## config.mk

```make
export PLATFORM = sky130hd
export DESIGN_NAME = dpwm_top
export DESIGN_NICKNAME = d
export VERILOG_FILES = /design/src/rtl/dpwm_pkg.sv /design/src/rtl/dpwm_prescaler.sv /design/src/rtl/dpwm_timebase.sv /design/src/rtl/dpwm_channel.sv /design/src/rtl/dpwm_top.sv
export SDC_FILE = /design/constraint.sdc
export NUM_CORES = 1
export LEC_CHECK = 0
export BUFFER_PORTS_ARGS = -buffer_cell sky130_fd_sc_hd__buf_2
export CAP_MARGIN = 20
export CELL_PAD_IN_SITES_DETAIL_PLACEMENT = 1
export CELL_PAD_IN_SITES_GLOBAL_PLACEMENT = 1
export CORE_ASPECT_RATIO = 0.9
export CORE_MARGIN = 2
export CORE_UTILIZATION = 43
export DETAILED_ROUTE_END_ITERATION = 10
export GPL_TIMING_DRIVEN = 0
export PLACE_DENSITY_LB_ADDON = 0.1
export SLEW_MARGIN = 5
export SYNTH_ARGS = -nofsm -noshare
export SYNTH_HDL_FRONTEND = slang
export SYNTH_HIERARCHICAL = 1
export SYNTH_SLANG_ARGS = --single-unit
export TNS_END_PERCENT = 30
```

## constraint.sdc

```tcl
create_clock -name clk -period 2.18 [get_ports clk]
set_clock_uncertainty 0.05 [all_clocks]
set_input_delay 0.436 -clock clk [delete_from_list [all_inputs] [get_ports clk]]
set_output_delay 0.436 -clock clk [all_outputs]
set_load 0.03 [all_outputs]
```

## src/rtl/dpwm_pkg.sv

```systemverilog
// Shared widths and the dither placement rule for the dithered PWM.
package dpwm_pkg;
    localparam int TICK_W = 5;   // 32 ticks per PWM cycle
    localparam int FRM_W  = 3;   // 8 cycles per frame
    localparam int DUTY_W = 5;   // coarse duty field
    localparam int DITH_W = 3;   // rate-multiplier field
    localparam int DATA_W = DUTY_W + DITH_W;

    // Returns 1 when the cycle at frame position f is stretched by dither b.
    function automatic logic dither_hit(input logic [DITH_W-1:0] b,
                                        input logic [FRM_W-1:0]  f);
        logic hit;
        hit = (b[2] && f[0])
           || (b[1] && (f[1:0] == 2'b10))
           || (b[0] && (f == 3'd4));
        return hit;
    endfunction
endpackage

```

## src/rtl/dpwm_prescaler.sv

```systemverilog
// Prescaler: a free-running divider that pulses tick for one clock every
// 2^(sel+1) clocks. Assumes that sel changes only rarely; a change takes effect at once.
module dpwm_prescaler #(
    parameter int SEL_W = 2
) (
    input  logic             clk,
    input  logic             rst_n,
    input  logic [SEL_W-1:0] sel,
    output logic             tick
);
    localparam int CNT_W = 1 << SEL_W;

    logic [CNT_W-1:0] div_q;
    logic [CNT_W:0]   span;
    logic [CNT_W-1:0] mask;

    // Free-running divider count.
    always_ff @(posedge clk) begin
        if (!rst_n) div_q <= '0;
        else        div_q <= div_q + 1'b1;
    end

    // Tick when all bits below the selected division are ones.
    always_comb begin
        span = (CNT_W+1)'(2) << sel;
        mask = CNT_W'(span - 1'b1);
        tick = &(div_q | ~mask);
    end
endmodule

```

## src/rtl/dpwm_timebase.sv

```systemverilog
// Timebase: the tick position within a 32-tick cycle and the cycle position
// within an 8-cycle frame. frame_wrap flags the tick that starts a new frame.
module dpwm_timebase
    import dpwm_pkg::*;
(
    input  logic              clk,
    input  logic              rst_n,
    input  logic              tick,
    output logic [TICK_W-1:0] pos,
    output logic [FRM_W-1:0]  frame,
    output logic              frame_wrap
);
    logic cycle_end;

    // End of the last tick of a cycle.
    always_comb begin
        cycle_end  = tick && (&pos);
        frame_wrap = cycle_end && (&frame);
    end

    // Tick position; wraps naturally at 32.
    always_ff @(posedge clk) begin
        if (!rst_n)    pos <= '0;
        else if (tick) pos <= pos + 1'b1;
    end

    // Frame position; steps once per completed cycle.
    always_ff @(posedge clk) begin
        if (!rst_n)         frame <= '0;
        else if (cycle_end) frame <= frame + 1'b1;
    end
endmodule

```

## src/rtl/dpwm_channel.sv

```systemverilog
// One PWM channel: a pending setting written at any time, an active setting
// loaded at frame start, and the comparison that forms the pin.
// Assumes that pos and frame come from the shared timebase.
module dpwm_channel
    import dpwm_pkg::*;
(
    input  logic              clk,
    input  logic              rst_n,
    input  logic              wr_hit,
    input  logic [DATA_W-1:0] wr_data,
    input  logic              load,
    input  logic [TICK_W-1:0] pos,
    input  logic [FRM_W-1:0]  frame,
    input  logic              en,
    output logic              pwm
);
    logic [DATA_W-1:0] pend_q;
    logic [DATA_W-1:0] act_q;
    logic              stretch;
    logic [DUTY_W:0]   high_len;

    // Pending setting takes every write addressed to this channel.
    always_ff @(posedge clk) begin
        if (!rst_n)      pend_q <= '0;
        else if (wr_hit) pend_q <= wr_data;
    end

    // Active setting changes only on the frame boundary.
    always_ff @(posedge clk) begin
        if (!rst_n)    act_q <= '0;
        else if (load) act_q <= pend_q;
    end

    // High length of this cycle and the pin compare.
    always_comb begin
        stretch  = dither_hit(act_q[DITH_W-1:0], frame);
        high_len = {1'b0, act_q[DATA_W-1:DITH_W]} + {{DUTY_W{1'b0}}, stretch};
        pwm      = en && ({1'b0, pos} < high_len);
    end
endmodule

```

## src/rtl/dpwm_top.sv

```systemverilog
// Dithered PWM top: one prescaler and one timebase shared by NCH channels,
// with a single write port. Assumes that wr_chan addresses an existing channel.
module dpwm_top
    import dpwm_pkg::*;
#(
    parameter int NCH   = 4,
    parameter int SEL_W = 2,
    localparam int CH_W = (NCH > 1) ? $clog2(NCH) : 1
) (
    input  logic              clk,
    input  logic              rst_n,
    input  logic [SEL_W-1:0]  pre_sel,
    input  logic              wr_en,
    input  logic [CH_W-1:0]   wr_chan,
    input  logic [DATA_W-1:0] wr_data,
    input  logic [NCH-1:0]    out_en,
    output logic [NCH-1:0]    pwm_out
);
    logic              tick;
    logic [TICK_W-1:0] pos;
    logic [FRM_W-1:0]  frame;
    logic              frame_wrap;

    dpwm_prescaler #(.SEL_W(SEL_W)) u_pre (
        .clk   (clk),
        .rst_n (rst_n),
        .sel   (pre_sel),
        .tick  (tick)
    );

    dpwm_timebase u_tb (
        .clk        (clk),
        .rst_n      (rst_n),
        .tick       (tick),
        .pos        (pos),
        .frame      (frame),
        .frame_wrap (frame_wrap)
    );

    for (genvar gi = 0; gi < NCH; gi++) begin : g_ch
        dpwm_channel u_ch (
            .clk     (clk),
            .rst_n   (rst_n),
            .wr_hit  (wr_en && (wr_chan == CH_W'(gi))),
            .wr_data (wr_data),
            .load    (frame_wrap),
            .pos     (pos),
            .frame   (frame),
            .en      (out_en[gi]),
            .pwm     (pwm_out[gi])
        );
    end
endmodule

```

**Yosys cells after proc, flatten, opt, wreduce, memory -nomap -nowiden**

Cells that the tools add are included.

- Flip-flop bits (word level): 76

- $add $sub $neg: 8
- Order comparisons: 4
- Eq/ne operators: 5
- Shift-type cells: 1
- Bitwise gates (word level): 2
- Reduce and logical (&&, ||, !) cells: 34

Operators by type and width:

| operator | count |
|---|---|
| adder 5 x 1 -> 6 bit | 4 |
| less-than comparator 5 x 6 -> 1 bit | 4 |
| logical AND 1 bit | 22 |
| logical OR 1 bit | 8 |
| equality test 2 bit (second input constant) | 3 |
| adder 5 x 1 -> 5 bit (second input constant) | 1 |
| AND reduction 5 bit | 1 |
| adder 4 x 1 -> 4 bit (second input constant) | 1 |
| NOT 4 bit | 1 |
| OR 4 bit | 1 |
| AND reduction 4 bit | 1 |
| << shifter 2 x 2 -> 4 bit (first input constant) | 1 |
| subtractor 4 x 1 -> 4 bit (second input constant) | 1 |
| adder 3 x 1 -> 3 bit (second input constant) | 1 |
| equality test 3 bit (second input constant) | 1 |
| AND reduction 3 bit | 1 |
| equality test 2 x 1 -> 1 bit (second input constant) | 1 |
| logical NOT 2 bit | 1 |

**Depth between registers and ports, before layout**

- Word-level depth: 7
- Depth in mapped cells: 13
- Depth with buffers taken out: 13

**Hierarchy**

Netlist, hierarchy kept.

By module, submodules not included:

| module | times used | cells an instance | area each (um2) | seq. area each (um2) |
|---|---|---|---|---|
| dpwm_channel | 4 | 77 | 804.5 | 320.3 |
| dpwm_timebase | 1 | 38 | 405.4 | 160.2 |
| dpwm_prescaler | 1 | 17 | 162.7 | 80.1 |
| dpwm_top | 1 | 4 | 37.5 | 0.0 |

**Least setup slack after synthesis**

Ideal clock, no wire load.

- Path kind: reg2out
- From: register u_tb.frame[2]
- To: output pwm_out[0]
- Arrival: 2.199 ns
- Slack: -0.505 ns
- Stages on the path, launching flop included: 12
- Path through: dfxtp_1 > nand2_1 > nor2_1 > a21oi_1 > o21ai_0 > ha_1 > ha_1 > nand3_1 > xor2_1 > ha_1 > or2b_1 > o211ai_1

- Longest elaborated chain between the ends: 6

Ends and longest elaborated chain:

| item | line | source |
|---|---|---|
| from (decl) | dpwm_timebase.sv:10 | `output logic [FRM_W-1:0] frame,` |
| from (signal assigned) | dpwm_timebase.sv:30 | `else if (cycle_end) frame <= frame + 1'b1;` |
| equality test 3 bit | dpwm_pkg.sv:15 | `\|\| (b[0] && (f == 3'd4));` |
| logical AND 1 bit | dpwm_pkg.sv:15 |  |
| logical OR 1 bit | dpwm_pkg.sv:15 |  |
| adder 5 x 1 -> 6 bit | dpwm_channel.sv:37 | `high_len = {1'b0, act_q[DATA_W-1:DITH_W]} + {{DUTY_W{1'b0}}, stretch};` |
| less-than comparator 5 x 6 -> 1 bit | dpwm_channel.sv:38 | `pwm = en && ({1'b0, pos} < high_len);` |
| logical AND 1 bit | dpwm_channel.sv:38 |  |
| to (decl) | dpwm_top.sv:17 | `output logic [NCH-1:0] pwm_out` |

Every way passes these cells.

**Final worst setup path**

- From: register u_tb.frame[1]
- To: output pwm_out[2]

- Longest elaborated chain between the ends: 7
- Elaborated cells on any way between the ends: 9

Ends and longest elaborated chain:

| item | line | source |
|---|---|---|
| equality test 2 bit | dpwm_pkg.sv:14 | `\|\| (b[1] && (f[1:0] == 2'b10))` |
| logical AND 1 bit | dpwm_pkg.sv:14 |  |
| logical OR 1 bit | dpwm_pkg.sv:14 |  |
| logical OR 1 bit (*) | dpwm_pkg.sv:15 |  |
| adder 5 x 1 -> 6 bit (*) | dpwm_channel.sv:37 |  |
| less-than comparator 5 x 6 -> 1 bit (*) | dpwm_channel.sv:38 |  |
| logical AND 1 bit (*) | dpwm_channel.sv:38 |  |

Mark *: on every way between the ends. The rest lies on a longest branch, timed or not.

==> metrics.csv <==
metric,value,unit
status,"finished, violations left",
violations,negative setup slack,
grt_pass1_wl,14700,µm
firstDrtPassIters,4,
ctsLongestPathBuffers,2,
cp-start-kind,register,
cp_data_required_time,1690,ps
core.rowCount,32,
yosysSeqAreaShare,39.8,%
crit_path_max_fanout,10,
final_hold_viol_count,0,
worst_slack,-859,ps
cts_htree_levels,3,
syn_avg_cell_area,10.4,µm²
place_area,4150,µm²
antenna_found_initial,0,
maxSlewViolCount,0,
routed_wl,8900,µm
die_area,9660,µm²
hold_depth,3,
finalSetupTns,-3280,ps
yosys-top-cells-area,"dfxtp_1, mux2i_1, nor2b_1",
yosys.area.top_type_share,39.8,%
tightest_slew,629,ps
peakVddDrop,0.000334,V
antenna_cells,0,
drv_cap,0,
critPathCaptureType,primary output,
die_w,103,µm
cts_tree,done,
dp_hpwl,5990,µm
nNetsFinal,457,
max_freq,329,MHz
rsz0062_at_grt,true,
reg2regPathDepth,6,
r2r-start,u_tb/pos[3],
clock_sinks,76,
r2r-end,g_ch[3].u_ch/act_q[1],
drc,0,
synth.ff_latch_count,76,
io_buffers,22,
synth_area,3820,µm²
viasPerCell,5.04,
leakage,0.00162,µW
ios,23,
start_util,44.4,%
slew_headroom,58.1,%
clock_latency,350,ps
timing.hold.ws,371,ps
drive_above_1_share,24.5,%
routedWlPerCell,16.7,µm
synth_nets,415,
cp_data_arrival_time,2550,ps
ys.warnings.count,6,
postRouteAntennaNets,0,
cts_root_buffer,clkbuf_8,
p_per_area,633,nW/µm²
place.gp.congestion,0.730,
core,8610,µm²
area_growth,18.9,%
period_needed,3040,ps
synth.distinct_cells,30,
cts_made_buffers,9,
grt_overflow,0,
min_period_over_period,139,%
fin_area,4550,µm²
grt_usage,20.2,%
hp-class,input pin to register,
synth_cells,367,
yosysTopAreaCell,dfxtp_1,
vias,2683,
r2r_slack,170,ps
setup_viol_count_final,4,
die_y,93.5,µm
cts.clk_slew.worst_paths,80,ps
grt_max_degree,36,
worstHoldStart,wr_data[0],
grt_pass1_vias,2784,
path_class,register to primary output,
drtIter0Drc,46,
worstHoldEndpoint,g_ch[1].u_ch/pend_q[0],
per-stage QoR:
step           worst slack [ps]  std cells  util, %  total power (µW)
2_1_floorplan              -432        367        -              1560
3_3_place_gp               -638        508     48.2              1620
3_5_place_dp               -682        508     48.2              1620
4_1_cts                    -923        531     52.2              2920
5_1_grt                   -1050        532     52.8              2990
6_report                   -859        532     52.8              2880
kinds of logic after synthesis:
| logic type | after synthesis | synth area share [%] |
|---|---|---|
| compound gates | 35 | 6.15 |
| xor+xnor | 15 | 3.44 |
| fa+ha+maj | 29 | 9.49 |
| buf+inv | 19 | 2.85 |
| flops | 76 | 39.8 |
| mux | 67 | 17.5 |
| simple gates | 126 | 20.7 |
power by group:
part           total [µW]  internal [µW]  switching [µW]  leakage (µW)
combinational         158           77.4            80.2      0.000886
sequential           1430           1410            19.5      0.000619
clock                1290            786             504      0.000116
total                2880           2270             603       0.00162
worst max-delay path by stage:
stage                        startpoint    endpoint  cells past startpoint
after floorplan           u_tb/frame[2]  pwm_out[0]                     11
after global placement    u_tb/frame[0]  pwm_out[2]                     12
after detailed placement  u_tb/frame[0]  pwm_out[2]                     12
after CTS                 u_tb/frame[2]  pwm_out[2]                     14
after global routing      u_tb/frame[2]  pwm_out[0]                     14
final                     u_tb/frame[1]  pwm_out[2]                     13
routing by layer:
layer / wire (µm) / track usage [%] / vias up
li1: - / - / 1348
met1: 4270 / 26.3 / 1309
met2: 4400 / 34.2 / 21
met3: 184 / 4.48 / 5
met4: 51 / 3.95 / 0
met5: 0 / 0 / -
flip-flops by register name, indices dropped and copies added, names as in the netlist:
signal            flops
u_pre/div_q           4
u_tb/frame            3
g_ch.u_ch/pend_q     32
u_tb/pos              5
g_ch.u_ch/act_q      32
cells in the final DEF (no fill, tap or decap), types with 8 or more instances in the layout:
cell type | synthesis | final
mux2i_1 | 67 | 67
buf_2 | 0 | 18
dfxtp_1 | 76 | 70
clkbuf_8 | 0 | 10
ha_2 | 0 | 9
buf_4 | 8 | 21
ha_1 | 29 | 16
nor2b_1 | 65 | 65
nor2_1 | 12 | 10
xor2_1 | 9 | 8
nand3_1 | 15 | 11
what timing repair did:
item,4_1_cts,5_1_grt
gates resized for setup,17,13
setup buffers,8,1
endpoints found under the setup margin,36,36
hold buffers,0,0
pin swaps,23,17
worst max-delay path, cell delays in order (launching register included):
cell      delay, ps
dfxtp_4         400
nor2_1          120
a21oi_1          50
o21ai_2         150
ha_2            230
ha_4            140
nand3_2          70
xor2_1          160
ha_2            180
or2b_1          240
nor2_1           90
o21ai_1          80
o211ai_1        100
buf_4           190
cell usage after synthesis, drive strengths merged:
master	count
a211oi	4
a21bo	4
a21oi	9
and2	3
and3	3
and3b	2
and4	4
buf	9
clkbuf	4
dfxtp	76
ha	29
inv	6
mux2i	67
nand2	9
nand2b	5
nand3	15
nand3b	2
nand4	1
nor2	12
nor2b	65
nor3b	1
o211ai	4
o21ai	14
or2b	4
xnor2	6
xor2	9
area by class of cell:
cell class                 instances  area, µm²
fill                             957       4060
multi-input combinational        272       2320
sequential                        76       1540
timing repair buffer              31        188
tap                              119        149
clock buffer                      11        141
clock inverter                     4       97.6
buffer                            13       86.3
inverter                           6       22.5
No activity file was read; power rests on OpenSTA's default activity.
